===== src/rtl/thr_pkg.sv =====
package thr_pkg;
    typedef enum logic [1:0] {
        ST_SETTLE   = 2'd0,
        ST_ON       = 2'd1,
        ST_TRIPPED  = 2'd2,
        ST_HOLDOFF  = 2'd3
    } thr_state_e;
endpackage


===== src/rtl/flag_sync.sv =====
module flag_sync #(
    parameter int WIDTH  = 3,
    parameter int STAGES = 2
) (
    input  logic             clk,
    input  logic             rst,
    input  logic [WIDTH-1:0] async_i,
    output logic [WIDTH-1:0] sync_o
);
    logic [WIDTH-1:0] chain [STAGES];

    always_ff @(posedge clk) begin
        if (rst) chain[0] <= '0;
        else     chain[0] <= async_i;
    end

    for (genvar s = 1; s < STAGES; s++) begin : g_stage
        always_ff @(posedge clk) begin
            if (rst) chain[s] <= '0;
            else     chain[s] <= chain[s-1];
        end
    end

    assign sync_o = chain[STAGES-1];
endmodule


===== src/rtl/holdoff_timer.sv =====
module holdoff_timer #(
    parameter int HOLD_CYCLES = 5333333
) (
    input  logic clk,
    input  logic rst,
    input  logic run_i,
    output logic done_o
);
    localparam int CW = (HOLD_CYCLES > 1) ? $clog2(HOLD_CYCLES) : 1;
    localparam logic [CW-1:0] LAST = CW'(HOLD_CYCLES - 1);

    logic [CW-1:0] cnt;

    always_ff @(posedge clk) begin
        if (rst || !run_i) cnt <= '0;
        else if (cnt != LAST) cnt <= cnt + 1'b1;
    end

    assign done_o = run_i && (cnt == LAST);

    // the count never passes its limit
    assert_count_bounded_R3: assert property (@(posedge clk) disable iff (rst)
        32'(cnt) < HOLD_CYCLES);
endmodule


===== src/rtl/thr_fsm.sv =====
module thr_fsm
    import thr_pkg::*;
#(
    parameter int SYNC_STAGES = 2
) (
    input  logic clk,
    input  logic rst,
    input  logic trip_s,
    input  logic rearm_s,
    input  logic hold_done,
    input  logic fault_clr,
    output logic hold_run,
    output logic supply_en,
    output logic fault
);
    localparam int SW = $clog2(SYNC_STAGES + 1);
    localparam logic [SW-1:0] SETTLE_LAST = SW'(SYNC_STAGES);

    thr_state_e state, state_nx;
    logic [SW-1:0] settle_cnt;
    logic trip_event;

    always_comb begin
        state_nx = state;
        unique case (state)
            ST_SETTLE:  if (settle_cnt == SETTLE_LAST)
                            state_nx = trip_s ? ST_TRIPPED : ST_ON;
            ST_ON:      if (trip_s) state_nx = ST_TRIPPED;
            ST_TRIPPED: if (!trip_s && rearm_s) state_nx = ST_HOLDOFF;
            ST_HOLDOFF: if (trip_s) state_nx = ST_TRIPPED;
                        else if (hold_done) state_nx = ST_ON;
            default:    state_nx = ST_SETTLE;
        endcase
    end

    assign trip_event = (state_nx == ST_TRIPPED) && (state != ST_TRIPPED);

    always_ff @(posedge clk) begin
        if (rst) begin
            state      <= ST_SETTLE;
            settle_cnt <= '0;
            fault      <= 1'b0;
        end else begin
            state <= state_nx;
            if (state == ST_SETTLE && settle_cnt != SETTLE_LAST)
                settle_cnt <= settle_cnt + 1'b1;
            fault <= (fault && !fault_clr) || trip_event;
        end
    end

    always_comb begin
        supply_en = 1'b0;
        hold_run  = 1'b0;
        unique case (state)
            ST_SETTLE:  ;
            ST_ON:      supply_en = 1'b1;
            ST_TRIPPED: ;
            ST_HOLDOFF: hold_run = 1'b1;
            default:    ;
        endcase
    end

    // a synchronized trip always ends ON on the next edge
    assert_trip_off_R1: assert property (@(posedge clk) disable iff (rst)
        (state == ST_ON && trip_s) |=> (state == ST_TRIPPED));

    // the supply only comes on from HOLDOFF or SETTLE
    assert_restart_path_R2: assert property (@(posedge clk) disable iff (rst)
        (state == ST_ON && $past(state) != ST_ON) |->
            ($past(state) == ST_HOLDOFF || $past(state) == ST_SETTLE));

    // no exit to ON before the timer reports completion
    assert_no_early_restart_R3: assert property (@(posedge clk) disable iff (rst)
        (state == ST_HOLDOFF && !hold_done) |=> (state != ST_ON));

    // the fault flag is sticky until cleared
    assert_fault_sticky_R6: assert property (@(posedge clk) disable iff (rst)
        (fault && !fault_clr) |=> fault);
endmodule


===== src/rtl/thermal_restart_ctrl.sv =====
module thermal_restart_ctrl #(
    parameter int HOLD_CYCLES = 5333333,
    parameter int SYNC_STAGES = 2
) (
    input  logic clk,
    input  logic rst,
    input  logic over_temp_i,
    input  logic below_rearm_i,
    input  logic supply_low_i,
    input  logic fault_clr_i,
    output logic supply_en_o,
    output logic fault_o,
    output logic tx_inhibit_o
);
    localparam int NFLAGS = 3;

    logic [NFLAGS-1:0] flags_s;
    logic hold_run, hold_done, supply_en;

    flag_sync #(.WIDTH(NFLAGS), .STAGES(SYNC_STAGES)) u_sync (
        .clk     (clk),
        .rst     (rst),
        .async_i ({supply_low_i, below_rearm_i, over_temp_i}),
        .sync_o  (flags_s)
    );

    holdoff_timer #(.HOLD_CYCLES(HOLD_CYCLES)) u_timer (
        .clk    (clk),
        .rst    (rst),
        .run_i  (hold_run),
        .done_o (hold_done)
    );

    thr_fsm #(.SYNC_STAGES(SYNC_STAGES)) u_fsm (
        .clk       (clk),
        .rst       (rst),
        .trip_s    (flags_s[0]),
        .rearm_s   (flags_s[1]),
        .hold_done (hold_done),
        .fault_clr (fault_clr_i),
        .hold_run  (hold_run),
        .supply_en (supply_en),
        .fault     (fault_o)
    );

    assign supply_en_o  = supply_en;
    assign tx_inhibit_o = !supply_en || flags_s[2];
endmodule


===== config.mk =====
export PLATFORM = sky130hd
export DESIGN_NAME = thermal_restart_ctrl
export DESIGN_NICKNAME = d
export VERILOG_FILES = /design/src/rtl/thr_pkg.sv /design/src/rtl/flag_sync.sv /design/src/rtl/holdoff_timer.sv /design/src/rtl/thr_fsm.sv /design/src/rtl/thermal_restart_ctrl.sv
export SDC_FILE = /design/constraint.sdc
export NUM_CORES = 1
export LEC_CHECK = 0
export BUFFER_PORTS_ARGS = -buffer_cell sky130_fd_sc_hd__buf_2
export CORE_MARGIN = 8
export CORE_UTILIZATION = 32
export CTS_CLUSTER_SIZE = 20
export DETAILED_ROUTE_END_ITERATION = 8
export HOLD_SLACK_MARGIN = 0.15
export PLACE_DENSITY = 0.47
export SLEW_MARGIN = 20
export SYNTH_ARGS = -nofsm -noshare
export SYNTH_HDL_FRONTEND = slang
export SYNTH_HIERARCHICAL = 1
export SYNTH_SLANG_ARGS = --single-unit

===== constraint.sdc =====
create_clock -name clk -period 2.7 [get_ports clk]
set_input_delay 0.54 -clock clk [delete_from_list [all_inputs] [get_ports clk]]
set_output_delay 0.54 -clock clk [all_outputs]
set_load 0.01 [all_outputs]

==> metrics.md <==
| Metric | Value |
|---|---|
| Status | `finished clean` |
| Buffers on Ports | `8` |
| Nature of the critical path endpoint | `register` |
| Max Fanout on Critical Path | `9` |
| Synth Instances | `180` |
| Later-pin clock latency in the skew report | `280 ps` |
| Register Area | `680.7 sq um` |
| Filler Cells Inserted | `499` |
| Commonest non-fill, non-tap cell in the layout | `dfxtp_1` |
| Synthesized flop and latch total | `34` |
| Post-layout util | `38.54%` |
| Vias per cell | `5.019` |
| Post-synth top area cell | `dfxtp_1` |
| Share of the synthesized area in the top cell type | `43.21%` |
| Syn_nets | `189` |
| Post-CTS resize count | `0` |
| Max layer used | `met4` |
| DR iter-0 viols | `73` |
| Period Utilization, post-route | `73.83%` |
| CTS clk-pin slew, worst paths | `70 ps` |
| CP arrival | `2200 ps` |
| Die Ht | `86.16 um` |
| Post-synth EDFFs | `0` |
| Post-detailed-route count of antenna-violating nets | `0` |
| Slew Limit Fails | `0` |
| Number of diodes | `0` |
| Min Tclk post-route | `1993 ps` |
| Die Footprint | `0.007424 sq mm` |
| Final setup viols | `0` |
| Slew margin rel. | `65.44%` |
| Worst VDD drop | `387.1 uV` |
| CP required | `2910 ps` |
| Synth Area per Inst | `8.751 sq um` |
| Largest net degree at the start of global routing | `14` |
| Total GRT Usage | `9.799%` |
| Fin area | `0.001821 sq mm` |
| CTS Sinks | `34` |
| Vias in the first global route | `1263` |
| Post-Route WL | `3.302 mm` |
| Total of max-cap violations | `0` |
| Distinct cells, synth | `36` |
| Worst Clk Skew | `5.607 ps` |
| Synth top area cells | `dfxtp_1 (43%), xor2_1 (3.9%), nor2_1 (3.8%)` |
| Starting Density | `33.35%` |
| Ys async rst share | `0%` |
| Hold WC Path Type | `register to register` |
| Yosys warns | `6` |
| Met2 wire len | `1.441 mm` |
| Dominant synthesized flop cell | `dfxtp_1` |
| Post-DP Area | `0.001678 sq mm` |
| Setup Total Neg Slack | `0 ps` |
| Area of the multi-input gates | `835.8 sq um` |
| First-pass GRT wire length | `5.802 mm` |
| Syn-to-layout area delta | `15.57%` |
| RSZ-0062 raised after global routing | `false` |
| Htree depth | `2` |
| Die width | `86.16 um` |
| Fmax | `501.7 MHz` |
| Critical path launch point type | `register` |
| Layout Nets | `198` |
| Via count | `1290` |
| Worst R2R Setup Slack | `710 ps` |
| TritonCTS clock tree | `built` |
| Netlist Area Pre-Place | `0.001575 sq mm` |
| Drt first pass iters | `4` |
| PwrDens | `677.3 mW/mm^2` |
| Crit path kind | `register to register` |
| DP HPWL | `2.394 mm` |
| CTS buffer count | `5` |
| Max Root-Sink Buffers | `2` |
| Sequential area share after synthesis | `43.21%` |
| Global route overflow | `0` |
| Post-CTS setup buffer count | `0` |
| Post-CTS Hold Buffers | `0` |
| DRC | `0` |
| Met1 wire length | `1.638 mm` |
| CTS Root Cell | `clkbuf_8` |
| # rows | `25` |
| Static leakage | `0.5916 nW` |
| Worst-Margin Slew | `518.4 ps` |
| Antenna violations before repair | `0` |
| GP Congestion | `0.8038` |
| Avg WL per Cell | `12.85 um` |
| Total Power | `1.233 mW` |
| I/O pin total | `9` |
| Core Area | `0.004723 sq mm` |
| Most frequent cells in the layout | `dfxtp_1 (34), nor2_1 (16), nand3_1 (11)` |
| Final hold violation count | `0` |
| Met3 wire length | `162 um` |
| Share of layout cells above drive strength 1 | `12.63%` |
==> synthesized netlist by cell type (all sizes together) (3+ instances only) <==
master  instances
nor2b           8
xnor2           4
or4             3
clkbuf          5
nand2b          4
inv             8
nand4           9
and4            3
or3             6
nand2           8
dfxtp          34
a21oi           9
nand3          11
nor3            9
nor4            3
o21ai           9
nor2           16
ha              3
xor2            7
==> cell families (layout without fill, tap and decap cells) <==
group | count (synthesis) | in the layout | share of synthesized area (%)
DFF | 34 | 34 | 43.21
and+or+nand+nor | 91 | 91 | 34.47
adders and majority gates | 3 | 3 | 2.383
buffers and inverters | 15 | 25 | 3.733
AOI/OAI and AO/OA | 25 | 25 | 9.451
muxes | 1 | 1 | 0.6355
xor gates and xnor gates | 11 | 11 | 6.116
==> layout make-up <==
class                           instances  share of cell area (%)
Multi-Input combinational cell        131                   45.91
Sequential cell                        34                   37.39
Tap cell                               67                   4.605
Clock buffer                            6                   4.536
Clock inverter                          2                   3.299
Timing Repair Buffer                    9                   2.612
Inverter                                8                   1.649
==> power breakdown <==
part           total (mW)  leakage (nW)  internal, mW  switching [mW]
sequential          0.544         0.276         0.524          0.0194
clock               0.578        0.0714         0.394           0.184
combinational       0.111         0.244        0.0568          0.0544
total                1.23         0.592         0.975           0.258
==> worst paths after layout <==
check	startpoint	end	cells past startpoint
max	u_timer/cnt[0]	u_timer/cnt[20]	5
min reg2reg	u_sync/chain[0][0]	u_sync/chain[1][0]	1
min	u_sync/chain[0][0]	u_sync/chain[1][0]	1
max reg2reg	u_timer/cnt[0]	u_timer/cnt[20]	5
==> layer usage <==
metal	GRT usage, %	vias up
li1	-	661
met1	11.82	599
met2	14.70	23
met3	3.534	7
met4	5.414	0
met5	0	-
==> state kept, by name (all words and copies together) (netlist names) <==
| signal | count |
|---|---|
| u_timer/cnt | 23 |
| u_fsm/settle_cnt | 2 |
| u_sync/chain | 6 |
| u_fsm/fault | 1 |
| u_fsm/state | 2 |
==> worst max-delay path, cell delays in order, from the launching register on <==
cell and delay (ps):
dfxtp_1 430, ha_1 390, nand3_1 110, or4_1 510
or3_1 350, a21oi_1 140
==> metrics by stage <==
step,cells,setup WS [ps],hold slack (ps)
4_1_cts,257,703.0,444.5
3_3_place_gp,249,820.3,417.4
6_report,257,706.6,437.9
5_1_grt,257,574.1,455.3
3_5_place_dp,249,721.2,426.6
2_1_floorplan,180,867.3,413.8
Note: power is estimated with default switching activity, not from simulation.
